File: src/rtl/afs_pkg.sv
package afs_pkg;
  localparam int unsigned NUM_SLOTS_DEF = 12;
  localparam int unsigned SLOT_W_DEF    = 20;
  localparam int unsigned TAG_W_DEF     = 16;

  function automatic int unsigned max_w(int unsigned a, int unsigned b);
    return (a > b) ? a : b;
  endfunction
endpackage

File: src/rtl/afs_sync_detect.sv
module afs_sync_detect (
  input  logic clk_i,
  input  logic rst_ni,
  input  logic sync_i,
  output logic start_o
);
  logic sync_prev_q, start_q;

  // falling-edge sample: both ends agree on frame start here
  always_ff @(negedge clk_i or negedge rst_ni) begin
    if (!rst_ni) begin
      sync_prev_q <= 1'b0;
      start_q     <= 1'b0;
    end else begin
      sync_prev_q <= sync_i;
      start_q     <= sync_i & ~sync_prev_q;
    end
  end

  assign start_o = start_q;

  assert_single_start_R2: assert property (@(negedge clk_i) disable iff (!rst_ni)
    start_q |=> !start_q);
endmodule

File: src/rtl/afs_seq.sv
module afs_seq #(
  parameter int unsigned NUM_SLOTS = afs_pkg::NUM_SLOTS_DEF,
  parameter int unsigned SLOT_W    = afs_pkg::SLOT_W_DEF,
  parameter int unsigned TAG_W     = afs_pkg::TAG_W_DEF,
  localparam int unsigned SW = $clog2(NUM_SLOTS + 1),
  localparam int unsigned BW = $clog2(afs_pkg::max_w(TAG_W, SLOT_W))
) (
  input  logic          clk_i,
  input  logic          rst_ni,
  input  logic          start_i,
  output logic          active_o,
  output logic [SW-1:0] slot_o,
  output logic [BW-1:0] bit_o
);
  localparam logic [BW-1:0] TAG_LAST  = BW'(TAG_W - 1);
  localparam logic [BW-1:0] SLOT_LAST = BW'(SLOT_W - 1);
  localparam logic [SW-1:0] LAST_SLOT = SW'(NUM_SLOTS);

  logic          active_q;
  logic [SW-1:0] slot_q;
  logic [BW-1:0] bit_q;
  logic          slot_end;

  assign slot_end = (slot_q == '0) ? (bit_q == TAG_LAST) : (bit_q == SLOT_LAST);

  // holds position of the next bit to launch
  always_ff @(posedge clk_i or negedge rst_ni) begin
    if (!rst_ni) begin
      active_q <= 1'b0;
      slot_q   <= '0;
      bit_q    <= '0;
    end else if (start_i) begin
      active_q <= 1'b1;
      slot_q   <= '0;
      bit_q    <= BW'(1);
    end else if (active_q) begin
      if (slot_end) begin
        bit_q  <= '0;
        slot_q <= slot_q + SW'(1);
        if (slot_q == LAST_SLOT) active_q <= 1'b0;
      end else begin
        bit_q <= bit_q + BW'(1);
      end
    end
  end

  assign active_o = active_q;
  assign slot_o   = slot_q;
  assign bit_o    = bit_q;

  assert_pos_range_R5: assert property (@(posedge clk_i) disable iff (!rst_ni)
    active_q |-> (int'(slot_q) <= int'(NUM_SLOTS)) &&
                 (int'(bit_q) < int'((slot_q == '0) ? TAG_W : SLOT_W)));
  assert_end_idle_R9: assert property (@(posedge clk_i) disable iff (!rst_ni)
    (active_q && slot_end && slot_q == LAST_SLOT && !start_i) |=> !active_q);
endmodule

File: src/rtl/afs_shadow.sv
module afs_shadow #(
  parameter int unsigned NUM_SLOTS = afs_pkg::NUM_SLOTS_DEF,
  parameter int unsigned SLOT_W    = afs_pkg::SLOT_W_DEF,
  localparam int unsigned DW = NUM_SLOTS * SLOT_W
) (
  input  logic                 clk_i,
  input  logic                 rst_ni,
  input  logic                 capture_i,
  input  logic                 ready_i,
  input  logic [NUM_SLOTS-1:0] valid_i,
  input  logic [DW-1:0]        data_i,
  output logic                 ready_o,
  output logic [NUM_SLOTS-1:0] valid_o,
  output logic [DW-1:0]        data_o
);
  always_ff @(posedge clk_i or negedge rst_ni) begin
    if (!rst_ni) begin
      ready_o <= 1'b0;
      valid_o <= '0;
      data_o  <= '0;
    end else if (capture_i) begin
      ready_o <= ready_i;
      valid_o <= valid_i;
      data_o  <= data_i;
    end
  end

  assert_shadow_hold_R8: assert property (@(posedge clk_i) disable iff (!rst_ni)
    !capture_i |=> $stable(data_o) && $stable(valid_o) && $stable(ready_o));
endmodule

File: src/rtl/afs_slot_mux.sv
module afs_slot_mux #(
  parameter int unsigned NUM_SLOTS = afs_pkg::NUM_SLOTS_DEF,
  parameter int unsigned SLOT_W    = afs_pkg::SLOT_W_DEF,
  parameter int unsigned TAG_W     = afs_pkg::TAG_W_DEF,
  localparam int unsigned SW = $clog2(NUM_SLOTS + 1),
  localparam int unsigned BW = $clog2(afs_pkg::max_w(TAG_W, SLOT_W)),
  localparam int unsigned DW = NUM_SLOTS * SLOT_W
) (
  input  logic                 ready_i,
  input  logic [NUM_SLOTS-1:0] valid_i,
  input  logic [DW-1:0]        data_i,
  input  logic [SW-1:0]        slot_i,
  input  logic [BW-1:0]        bit_i,
  output logic                 bit_o
);
  int unsigned s, b;

  always_comb begin
    s     = int'(slot_i);
    b     = int'(bit_i);
    bit_o = 1'b0;
    if (s == 0) begin
      if (b == 0)              bit_o = ready_i;
      else if (b <= NUM_SLOTS) bit_o = valid_i[b-1];
    end else if (s <= NUM_SLOTS && b < SLOT_W) begin
      // MSB first, invalid slots stuffed with zero
      bit_o = valid_i[s-1] & data_i[(s-1)*SLOT_W + (SLOT_W-1-b)];
    end
    bit_o = bit_o & ready_i;
  end
endmodule

File: src/rtl/afs_serializer.sv
module afs_serializer #(
  parameter int unsigned NUM_SLOTS = afs_pkg::NUM_SLOTS_DEF,
  parameter int unsigned SLOT_W    = afs_pkg::SLOT_W_DEF,
  parameter int unsigned TAG_W     = afs_pkg::TAG_W_DEF,
  localparam int unsigned SW = $clog2(NUM_SLOTS + 1),
  localparam int unsigned BW = $clog2(afs_pkg::max_w(TAG_W, SLOT_W)),
  localparam int unsigned DW = NUM_SLOTS * SLOT_W
) (
  input  logic                 clk_i,
  input  logic                 rst_ni,
  input  logic                 sync_i,
  input  logic                 ready_i,
  input  logic [NUM_SLOTS-1:0] slot_valid_i,
  input  logic [DW-1:0]        slot_data_i,
  output logic                 sdata_o
);
  logic                 start;
  logic                 active;
  logic [SW-1:0]        slot;
  logic [BW-1:0]        bit_pos;
  logic                 sh_ready;
  logic [NUM_SLOTS-1:0] sh_valid;
  logic [DW-1:0]        sh_data;
  logic                 mux_bit;
  logic                 sdata_q;

  afs_sync_detect u_sync (
    .clk_i   (clk_i),
    .rst_ni  (rst_ni),
    .sync_i  (sync_i),
    .start_o (start)
  );

  afs_seq #(.NUM_SLOTS(NUM_SLOTS), .SLOT_W(SLOT_W), .TAG_W(TAG_W)) u_seq (
    .clk_i    (clk_i),
    .rst_ni   (rst_ni),
    .start_i  (start),
    .active_o (active),
    .slot_o   (slot),
    .bit_o    (bit_pos)
  );

  afs_shadow #(.NUM_SLOTS(NUM_SLOTS), .SLOT_W(SLOT_W)) u_shadow (
    .clk_i     (clk_i),
    .rst_ni    (rst_ni),
    .capture_i (start),
    .ready_i   (ready_i),
    .valid_i   (slot_valid_i),
    .data_i    (slot_data_i),
    .ready_o   (sh_ready),
    .valid_o   (sh_valid),
    .data_o    (sh_data)
  );

  afs_slot_mux #(.NUM_SLOTS(NUM_SLOTS), .SLOT_W(SLOT_W), .TAG_W(TAG_W)) u_mux (
    .ready_i (sh_ready),
    .valid_i (sh_valid),
    .data_i  (sh_data),
    .slot_i  (slot),
    .bit_i   (bit_pos),
    .bit_o   (mux_bit)
  );

  // bit 0 comes straight from the live ready flag, shadow loads on the same edge
  always_ff @(posedge clk_i or negedge rst_ni) begin
    if (!rst_ni)     sdata_q <= 1'b0;
    else if (start)  sdata_q <= ready_i;
    else if (active) sdata_q <= mux_bit;
    else             sdata_q <= 1'b0;
  end

  assign sdata_o = sdata_q;

  assert_idle_zero_R1: assert property (@(posedge clk_i) disable iff (!rst_ni)
    (!active && !start) |=> !sdata_o);
  assert_ready_first_R3: assert property (@(posedge clk_i) disable iff (!rst_ni)
    start |=> (sdata_o == $past(ready_i)));
  assert_not_ready_zero_R7: assert property (@(posedge clk_i) disable iff (!rst_ni)
    (active && !start && !sh_ready) |=> !sdata_o);
endmodule

File: config.mk
export PLATFORM = sky130hd
export DESIGN_NAME = afs_serializer
export DESIGN_NICKNAME = d
export VERILOG_FILES = /design/src/rtl/afs_pkg.sv /design/src/rtl/afs_sync_detect.sv /design/src/rtl/afs_seq.sv /design/src/rtl/afs_shadow.sv /design/src/rtl/afs_slot_mux.sv /design/src/rtl/afs_serializer.sv
export SDC_FILE = /design/constraint.sdc
export NUM_CORES = 1
export LEC_CHECK = 0
export BUFFER_PORTS_ARGS = -buffer_cell sky130_fd_sc_hd__buf_2
export CAP_MARGIN = 20
export CORE_MARGIN = 8
export CORE_UTILIZATION = 56
export CTS_CLUSTER_SIZE = 8
export DETAILED_ROUTE_END_ITERATION = 16
export GPL_TIMING_DRIVEN = 0
export PLACE_DENSITY_LB_ADDON = 0.05
export SLEW_MARGIN = 20
export SYNTH_ARGS = -nofsm -noshare
export SYNTH_HDL_FRONTEND = slang
export SYNTH_HIERARCHICAL = 1
export SYNTH_SLANG_ARGS = --single-unit
File: constraint.sdc
create_clock -name clk_i -period 4.1 [get_ports clk_i]
set_clock_uncertainty 0.05 [all_clocks]
set_input_delay 0.41 -clock clk_i [delete_from_list [all_inputs] [get_ports clk_i]]
set_output_delay 0.41 -clock clk_i [all_outputs]
set_load 0.02 [all_outputs]
==> summary.txt, run 1 <==
share of cells above drive strength 1: 58.1%
Setup Viol. Count Final: 0
post-route ant nets: 0
clock transition at the registers of the reported paths: 0.05 ns
drt first pass iters: 4
Max-slew headroom: 39.0%
vias in the first global route: 9,243
Post-Syn Nets: 1,132
top cell type's share of synthesized area: 48.8%
Final Cycle Share: 95.6%
Synth cell types: 63
Synth area leaders: dfrtp_1, mux2_4, mux4_2
CTS max path bufs: 3
#FFs+latches synth: 266
CP Data Required Time: 4.42 ns
core area: 24,000 um2
I/O pins: 257
die height: 171 um
Initial DRC Count: 482
Yosys Warn Count: 6
largest net degree at the start of global routing: 98
area leader, netlist: dfrtp_1
# clock sinks: 266
first-pass GRT wire length: 53,100 um
DP HPWL: 25,100 um
Combinational Power Share: 39.0%
DIE WIDTH: 171 um
drt total wl: 34,800 um
critical setup path kind: reg2reg
FMAX: 255 MHz
Clock Power Share: 27.9%
Net Sw Frac: 33.5%
Crit path arrival time: 4.24 ns
Top FF cell, synth: dfrtp_1
CTS tree: built
Cells after Synth: 858
routed length per instance: 23.3 um
total gr overflow: 0
worst-path maximum fanout: 9
routed vias: 8,447
Max-Cap Viols: 0
DP Area: 15,300 um2
average size of a mapped cell: 15.8 um2
Post-Syn Area: 13,500 um2
switching pwr: 3.31 mW
most common cell in the netlist: dfrtp_1
antenna violations before repair: 5
cell count after placement: 1,441
GP Congestion: 0.803
HP Class: in2reg
pwr dens: 599 nW/um2
global-route usage over all layers: 23.8%
Seq/Total Area, Yosys: 49.2%
sequential power share: 33.1%
CP peak stage delay: 0.64 ns
post-route setup TNS: 0 ns
status: completed
top post-synthesis cells by count: dfrtp_1, mux2_4, mux2_2
H-tree depth: 2
cts bufs inserted: 39
P_leak: 7.67 nW
vias per cell: 5.65
Critical Path End Type: flip-flop
FFs w/ async S/R, synth: 100%
fin cells: 1,495
slowest stage cell, crit path: or4_1
Layout Area Growth over Synthesis: 21.8%
CP Launch Type: flip-flop
maximum VDD drop: 0.353 mV
number of flops mapped to enable cells by yosys: 0
Int Pwr: 6.57 mW
final hold viol count: 0
Starting Density: 56.3%
max-slew violations: 0
Die ar.: 29,400 um2
Post-route DRC: 0
crit-path cells: or4_1 > nand2_1 > ha_1 > ha_1 > ha_2 > xnor2_4 > a211oi_1 > a211o_1 > a2111o_1 > and4_1 > nand2_1 > o21ai_1
Layout fillers: 1,735
final instance area: 16,500 um2
nets@finish: 1,435
clk root buf: clkbuf_16
port bufs: 256
Least-Margin Pin Slew: 0.912 ns
RSZ-0062 raised after global routing: no
Period minus WS final: 3.92 ns
row count: 57
worst skew pair latency: 0.51 ns
## power groups by stage
stage / combinational [mW] / clock [mW] / sequential (mW)
2_1_floorplan: 2.51 / 0 / 3.22
3_3_place_gp: 3.54 / 0 / 3.29
3_5_place_dp: 3.58 / 0 / 3.30
4_1_cts: 3.64 / 2.82 / 3.27
5_1_grt: 4.10 / 2.94 / 3.32
6_report: 3.85 / 2.76 / 3.27
## flip-flops by register name, indices dropped and copies added, names as in the netlist
signal / cells
u_shadow/ready_o: 1
u_shadow/valid_o: 12
u_sync/start_o: 1
u_shadow/data_o: 240
u_sync/sync_prev_q: 1
u_seq/active_o: 1
u_seq/bit_o: 5
sdata_o: 1
u_seq/slot_o: 4
## placed cells by master (no fill, tap or decap), types with 4 or more instances in the layout
cell	instances
buf_2	266
dfrtp_1	260
mux2_4	172
mux2_2	85
mux4_2	54
clkbuf_16	39
mux2i_1	35
buf_6	26
inv_1	18
o21ai_0	17
nor2_1	15
ha_1	14
a21oi_1	13
clkbuf_1	10
a221oi_1	9
nand2_1	7
nor2b_1	7
a22oi_1	7
buf_4	6
diode_2	5
nor3_1	5
a31oi_1	5
xor2_1	4
xnor2_1	4
a22o_1	4
dfrtp_2	4
## final cells by class
cell class              count  area, um2  area share [%]
repair buffers            263       1410            8.53
well taps                 324        405            2.46
diodes                      5       12.5          0.0759
plain buffers              50        417            2.53
multi-input cells         523       6500            39.4
flip-flops and latches    266       6660            40.4
clock inverters             2       17.5           0.106
inverters                  18       67.6           0.410
clock buffers              44        995            6.03
## timing repair
item / in CTS / in global routing
hold buffers: 1 / 0
setup buffers: 1 / 2
hold endpoints to repair: 11 / 0
resized for setup: 7 / 21
endpoints found under the setup margin: 1 / 1
pin swaps: 0 / 2
## per-layer routing
layer	up-vias	track usage [%]	part of all wire (%)
met5	-	0	0
met2	260	36.4	47
met4	0	7.75	2.1
met1	4308	33.6	45
met3	55	4.96	6.1
li1	3824	-	-
## critical path, delay by kind of cell, from the launching register on
kind                       cells  cell delay (ns)
and+or+nand+nor                4             1.11
adders and majority gates      3             0.92
AOI/OAI and AO/OA              4             0.88
DFF                            1             0.50
xor gates and xnor gates       1             0.32
## worst paths after layout
check | start | to | slack (ns) | depth (start not counted)
min | slot_data_i[46] | u_shadow/data_o[46]$_DFFE_PN0P_ | 0.08 | 2
max reg2reg | u_seq/slot_o[3]$_DFFE_PN0P_ | sdata_o$_DFF_PN0_ | 0.18 | 12
min in group asynchronous | rst_ni | u_shadow/valid_o[6]$_DFFE_PN0P_ | 0.28 | 2
max | u_seq/slot_o[3]$_DFFE_PN0P_ | sdata_o$_DFF_PN0_ | 0.18 | 12
max in group asynchronous | rst_ni | u_sync/sync_prev_q$_DFF_NN0_ | 1.61 | 2
min reg2reg | u_sync/sync_prev_q$_DFF_NN0_ | u_sync/start_o$_DFF_NN0_ | 0.33 | 1
## stage by stage
stage               hold slack (ns)  total power, mW  worst slack (ns)  util [%]
finish                       0.0816             9.88             0.179      68.6
detailed placement            0.192             6.88            -0.781      63.7
global route                 0.0696             10.4           0.00602      68.6
floorplan                    0.0644             5.73             0.305         -
global placement              0.333             6.83             -4.18      63.3
CTS                          0.0701             9.73            0.0333      68.1
## cell families after synthesis
kind of cell	count (synthesis)	synth area share, %
multiplexers	347	37.8
flip-flops	266	49.2
AO/OA/AOI/OAI	86	4.45
buffers and inverters	69	3.50
AND/OR/NAND/NOR	59	2.45
adder cells (fa/ha/maj)	18	1.77
XOR/XNOR	13	0.841
Power figures use the tool's default switching activity.
==> run 2, diff against run 1 <==
==> constraint.sdc (replaced) <==
create_clock -name clk_i -period 3.7 [get_ports clk_i]
set_clock_uncertainty 0.05 [all_clocks]
set_input_delay 0.37 -clock clk_i [delete_from_list [all_inputs] [get_ports clk_i]]
set_output_delay 0.37 -clock clk_i [all_outputs]
set_load 0.02 [all_outputs]
==> summary.txt, run 2 (synthesis results as in run 1) <==
status: completed (unchanged)
Setup Viol. Count Final: 0 (unchanged)
CP Data Required Time: 4.04 ns (was 4.42 ns)
switching pwr: 3.79 mW (was 3.31 mW)
Critical Path End Type: flip-flop (unchanged)
Layout Area Growth over Synthesis: 23.8% (was 21.8%)
total gr overflow: 0 (unchanged)
worst-path maximum fanout: 10 (was 9)
Max-slew headroom: 41.1% (was 39.0%)
Die ar.: 29,400 um2 (unchanged)
CTS tree: built (unchanged)
vias per cell: 5.69 (was 5.65)
row count: 57 (unchanged)
commonest non-fill, non-tap cell in the layout: buf_2 (unchanged)
FF-to-FF Start: u_sync/start_o$_DFF_NN0_ (was u_seq/slot_o[3]$_DFFE_PN0P_)
clock transition at the registers of the reported paths: 0.05 ns (about the same)
Hold Startpoint: slot_data_i[187] (was slot_data_i[46])
antenna violations before repair: 2 (was 5)
first-pass GRT wire length: 53,400 um (was 53,100 um)
I/O pins: 257 (unchanged)
post-route setup TNS: 0 ns (unchanged)
crit path from: u_sync/start_o$_DFF_NN0_ (was u_seq/slot_o[3]$_DFFE_PN0P_)
Crit path arrival time: 3.96 ns (was 4.24 ns)
Post-route DRC: 0 (unchanged)
maximum VDD drop: 0.386 mV (was 0.353 mV)
Largest register FFs: 240 (unchanged)
vias in the first global route: 9,424 (was 9,243)
sequential power share: 32.1% (was 33.1%)
drt total wl: 34,900 um (was 34,800 um)
capture point of the worst reg-to-reg path: u_shadow/data_o[92]$_DFFE_PN0P_ (was sdata_o$_DFF_PN0_)
Combinational Power Share: 40.9% (was 39.0%)
routed vias: 8,596 (was 8,447)
H-tree depth: 2 (unchanged)
worst skew pair latency: 0.51 ns (about the same)
max-slew violations: 0 (unchanged)
share of cells above drive strength 1: 60.6% (was 58.1%)
die height: 171 um (unchanged)
Biggest register: u_shadow/data_o (unchanged)
Period minus WS final: 3.62 ns (was 3.92 ns)
CP Launch Type: flip-flop (unchanged)
routed length per instance: 23.1 um (was 23.3 um)
# clock sinks: 266 (unchanged)
area of the multi-input gates: 6630 um2 (was 6500 um2)
post-route ant nets: 0 (unchanged)
global-route usage over all layers: 23.9% (was 23.8%)
hold worst-path end: u_shadow/data_o[187]$_DFFE_PN0P_ (was u_shadow/data_o[46]$_DFFE_PN0P_)
Int Pwr: 7.51 mW (was 6.57 mW)
largest net degree at the start of global routing: 95 (was 98)
FMAX: 277 MHz (was 255 MHz)
fin util: 69.7% (was 68.6%)
port bufs: 256 (unchanged)
final hold viol count: 0 (unchanged)
Starting Density: 56.3% (unchanged)
Clock Power Share: 27.0% (was 27.9%)
pwr dens: 674 nW/um2 (was 599 nW/um2)
r2r setup slk: 0.08 ns (was 0.18 ns)
cts bufs inserted: 39 (unchanged)
DIE WIDTH: 171 um (unchanged)
core area: 24,000 um2 (unchanged)
HP Class: in2reg (unchanged)
Least-Margin Pin Slew: 0.884 ns (was 0.912 ns)
path depth of the worst reg2reg path: 4 (was 12)
drt first pass iters: 4 (unchanged)
clk root buf: clkbuf_16 (unchanged)
critical setup path kind: reg2reg (unchanged)
Initial DRC Count: 510 (was 482)
Max-Cap Viols: 0 (unchanged)
commonest cells after routing, fill and taps aside: buf_2, dfrtp_1, mux2_4, mux2_2, mux4_2 (unchanged)
CTS max path bufs: 3 (unchanged)
DP HPWL: 24,900 um (was 25,100 um)
area occupied by registers: 6660 um2 (about the same)
Net Sw Frac: 33.6% (was 33.5%)
nets@finish: 1,452 (was 1,435)
P_leak: 7.79 nW (was 7.67 nW)
hold depth: 2 (unchanged)
Layout fillers: 1,715 (was 1,735)
GP Congestion: 0.799 (was 0.803)
Final Cycle Share: 97.9% (was 95.6%)
==> run 2: routing by layer <==
metal | wire length [um] | vias to the layer above | global-route usage [%]
li1 | - | 3849 | -
met5 | 0 | - | 0
met1 | 15500 | 4406 | 33.6
met3 | 2230 | 52 | 5.28
met4 | 714 | 0 | 6.77
met2 | 16400 | 289 | 36.9
==> run 2: how the worst max path moves through the flow <==
stage | to | slack, ns | cells past startpoint
after floorplan | sdata_o$_DFF_PN0_ | 0.04 | 17
after global placement | u_sync/start_o$_DFF_NN0_ | -4.33 | 1
after detailed placement | sdata_o$_DFF_PN0_ | -1.03 | 15
after CTS | sdata_o$_DFF_PN0_ | 0.02 | 16
after global routing | sdata_o$_DFF_PN0_ | -0.01 | 16
final | u_shadow/data_o[92]$_DFFE_PN0P_ | 0.08 | 4
==> run 2: stage by stage <==
stage	instances	total power [mW]	hold slack, ns	cell area [um2]	setup WS [ns]
floorplan	858	6.35	0.0244	13500	0.0370
global placement	1438	7.57	0.333	15200	-4.33
detailed placement	1441	7.63	0.324	15300	-1.03
CTS	1498	11.3	0.0301	16700	0.0210
global route	1510	11.8	0.0335	16800	-0.0122
finish	1510	11.3	0.0457	16800	0.0772
==> run 2: final cells by class <==
type	instances	share of cell area (%)
antenna	2	0.0299
buffer	48	2.47
clock buffer	45	5.96
clock inverter	2	0.105
inverter	18	0.418
multi-input combinational	523	39.5
sequential	266	39.8
tap	324	2.42
timing repair buffer	282	9.32
==> run 2: worst max-delay path, stage by stage (launching register included) <==
cell	delay, ns
dfrtn_1	0.57
buf_6	0.24
buf_6	0.22
buf_6	0.22
mux2_4	0.32
==> run 2: what timing repair did <==
| action | in CTS | in global routing |
|---|---|---|
| buffers inserted | 10 | 12 |
| endpoints found under the setup margin | 1 | 1 |
| gates resized for setup | 52 | 9 |
| endpoints found under the hold margin | 91 | 0 |
| hold buffers | 1 | 0 |
| pin swaps | 12 | 5 |
==> run 2: power by group through the flow <==
stage / combinational (mW) / clock [mW] / sequential (mW)
floorplan: 2.78 / 0 / 3.57
global placement: 3.93 / 0 / 3.64
detailed placement: 3.97 / 0 / 3.66
CTS: 4.52 / 3.13 / 3.62
global route: 4.91 / 3.24 / 3.68
finish: 4.62 / 3.05 / 3.63
==> run 3, diff against run 2 <==
--- a/config.mk
+++ b/config.mk
@@ -7,6 +7,7 @@
 export LEC_CHECK = 0
 export BUFFER_PORTS_ARGS = -buffer_cell sky130_fd_sc_hd__buf_2
 export CAP_MARGIN = 20
+export CORE_ASPECT_RATIO = 0.8
 export CORE_MARGIN = 8
 export CORE_UTILIZATION = 56
 export CTS_CLUSTER_SIZE = 8
==> summary.txt, run 3 (synthesis results as in run 1) <==
status: completed (unchanged)
critical setup path kind: reg2reg (unchanged)
core area: 24,100 um2 (was 24,000 um2)
pwr dens: 677 nW/um2 (was 674 nW/um2)
Period minus WS final: 3.62 ns (about the same)
nets@finish: 1,448 (was 1,452)
Int Pwr: 7.53 mW (was 7.51 mW)
DIE WIDTH: 190 um (was 171 um)
Final Cycle Share: 97.9% (about the same)
hold depth: 2 (unchanged)
RSZ-0062 raised after global routing: yes
Max-Cap Viols: 0 (unchanged)
Die ar.: 29,400 um2 (about the same)
routed length per instance: 23.5 um (was 23.1 um)
vias per cell: 5.71 (was 5.69)
port bufs: 256 (unchanged)
first-pass GRT wire length: 54,900 um (was 53,400 um)
Biggest register: u_shadow/data_o (unchanged)
Setup WS pre-CTS: -1.10 ns (was -1.03 ns)
most frequent CP cell: ha_4 (was buf_6)
CTS max path bufs: 3 (unchanged)
CP Launch Type: flip-flop (unchanged)
Least-Margin Pin Slew: 0.960 ns (was 0.884 ns)
cts bufs inserted: 39 (unchanged)
commonest non-fill, non-tap cell in the layout: buf_2 (unchanged)
Routed met2 length: 15,800 um (was 16,400 um)
path depth of the worst reg2reg path: 16 (was 4)
vias in the first global route: 9,467 (was 9,424)
maximum VDD drop: 0.442 mV (was 0.386 mV)
Net Sw Frac: 33.8% (was 33.6%)
share of cells above drive strength 1: 60.5% (was 60.6%)
Max-slew headroom: 35.8% (was 41.1%)
GP Congestion: 0.808 (was 0.799)
fin cells: 1,503 (was 1,510)
HP Class: in2reg (unchanged)
top routing layer used: met5 (was met4)
I/O pins: 257 (unchanged)
row count: 51 (was 57)
commonest cells after routing, fill and taps aside: buf_2, dfrtp_1, mux2_4, mux2_2, mux4_2 (unchanged)
antenna violations before repair: 9 (was 2)
cell count after placement: 1,435 (was 1,441)
FMAX: 276 MHz (was 277 MHz)
Starting Density: 56.3% (about the same)
total gr overflow: 0 (unchanged)
Critical Path End Type: flip-flop (unchanged)
# clock sinks: 266 (unchanged)
die height: 155 um (was 171 um)
routed vias: 8,589 (was 8,596)
DP HPWL: 25,600 um (was 24,900 um)
Layout fillers: 1,718 (was 1,715)
slowest stage cell, crit path: or4_4 (was dfrtn_1)
Layout Area Growth over Synthesis: 24.0% (was 23.8%)
largest net degree at the start of global routing: 85 (was 95)
clk root buf: clkbuf_16 (unchanged)
Crit path arrival time: 3.95 ns (was 3.96 ns)
drt first pass iters: 4 (unchanged)
final hold viol count: 0 (unchanged)
Post-route DRC: 0 (unchanged)
CTS tree: built (unchanged)
Setup Viol. Count Final: 0 (unchanged)
Combinational Power Share: 40.5% (was 40.9%)
switching pwr: 3.84 mW (was 3.79 mW)
H-tree depth: 2 (unchanged)
Initial DRC Count: 446 (was 510)
post-route setup TNS: 0 ns (unchanged)
worst-path maximum fanout: 7 (was 10)
met1 wire length: 16,200 um (was 15,500 um)
Largest register FFs: 240 (unchanged)
WL met3: 2650 um (was 2230 um)
global-route usage over all layers: 24.0% (was 23.9%)
CP Data Required Time: 4.03 ns (was 4.04 ns)
max-slew violations: 0 (unchanged)
Clock Power Share: 27.6% (was 27.0%)
fin worst setup slack: 0.0780 ns (was 0.0772 ns)
drt total wl: 35,300 um (was 34,900 um)
P_leak: 7.79 nW (about the same)
Pwr Total: 11.4 mW (was 11.3 mW)
clock transition at the registers of the reported paths: 0.05 ns (about the same)
CP peak stage delay: 0.57 ns (about the same)
post-route ant nets: 0 (unchanged)
sequential power share: 31.9% (was 32.1%)
crit-path cells: buf_8 > or4_4 > nand2_4 > ha_4 > ha_4 > inv_2 > fa_1 > inv_2 > ha_4 > xor2_4 > a31oi_1 > o211a_1 > a2111o_1 > and4_4 > nand2_2 > o21ai_2 (was buf_6 > buf_6 > buf_6 > mux2_4)
worst skew pair latency: 0.52 ns (was 0.51 ns)
==> run 3: worst paths after layout <==
kind                                               from                          endpoint  slack [ns]
max                         u_seq/slot_o[0]$_DFFE_PN0P_                 sdata_o$_DFF_PN0_        0.08
min                                    slot_data_i[122]  u_shadow/data_o[122]$_DFFE_PN0P_        0.03
max reg2reg                 u_seq/slot_o[0]$_DFFE_PN0P_                 sdata_o$_DFF_PN0_        0.08
min reg2reg                u_sync/sync_prev_q$_DFF_NN0_          u_sync/start_o$_DFF_NN0_        0.33
max in group asynchronous                        rst_ni          u_sync/start_o$_DFF_NN0_        0.87
min in group asynchronous                        rst_ni  u_shadow/data_o[105]$_DFFE_PN0P_        0.26
==> run 3: critical path, delay by kind of cell (launching register included) <==
| family | cells | cell delay (ns) |
|---|---|---|
| AOI/OAI and AO/OA | 4 | 0.66 |
| xor gates and xnor gates | 1 | 0.18 |
| adders and majority gates | 4 | 1.07 |
| buffers and inverters | 3 | 0.22 |
| DFF | 1 | 0.40 |
| and+or+nand+nor | 4 | 0.91 |
==> run 3: metal layers <==
metal  GRT usage [%]  up-vias
met5               0        -
met4            6.06       16
met3            6.78       59
met2            35.3      287
met1            34.7     4368
li1                -     3859
==> run 3: area by class of cell <==
cell class                 count  area [um2]  share of cell area, %
tap                          318         398                   2.37
buffer                        48         432                   2.57
clock inverter                 3        32.5                  0.194
inverter                      18        71.3                  0.425
sequential                   266        6660                   39.7
timing repair buffer         278        1520                   9.05
multi-input combinational    523        6640                   39.5
clock buffer                  47        1030                   6.12
antenna                        2        5.00                 0.0298
==> run 3: power groups by stage <==
stage / registers (mW) / logic, mW / clock network (mW)
finish: 3.62 / 4.61 / 3.14
global route: 3.68 / 4.89 / 3.35
CTS: 3.62 / 4.34 / 3.21
detailed placement: 3.66 / 3.97 / 0
global placement: 3.64 / 3.92 / 0
floorplan: 3.57 / 2.78 / 0
==> run 3: stage by stage <==
step,utilization (%),hold slack [ns],instance area [um2]
3_5_place_dp,63.6,0.208,15300
6_report,69.8,0.0299,16800
3_3_place_gp,63.3,0.319,15200
4_1_cts,68.9,0.0166,16600
2_1_floorplan,-,0.0244,13500
5_1_grt,69.8,0.0157,16800
==> run 3: what timing repair did <==
| action | CTS | global route |
|---|---|---|
| cloned | 0 | 0 |
| setup buffers | 5 | 14 |
| hold buffers | 1 | 0 |
| gates resized for setup | 34 | 28 |
| pin swaps | 3 | 13 |
| endpoints found under the hold margin | 33 | 0 |
| setup endpoints to repair | 1 | 1 |
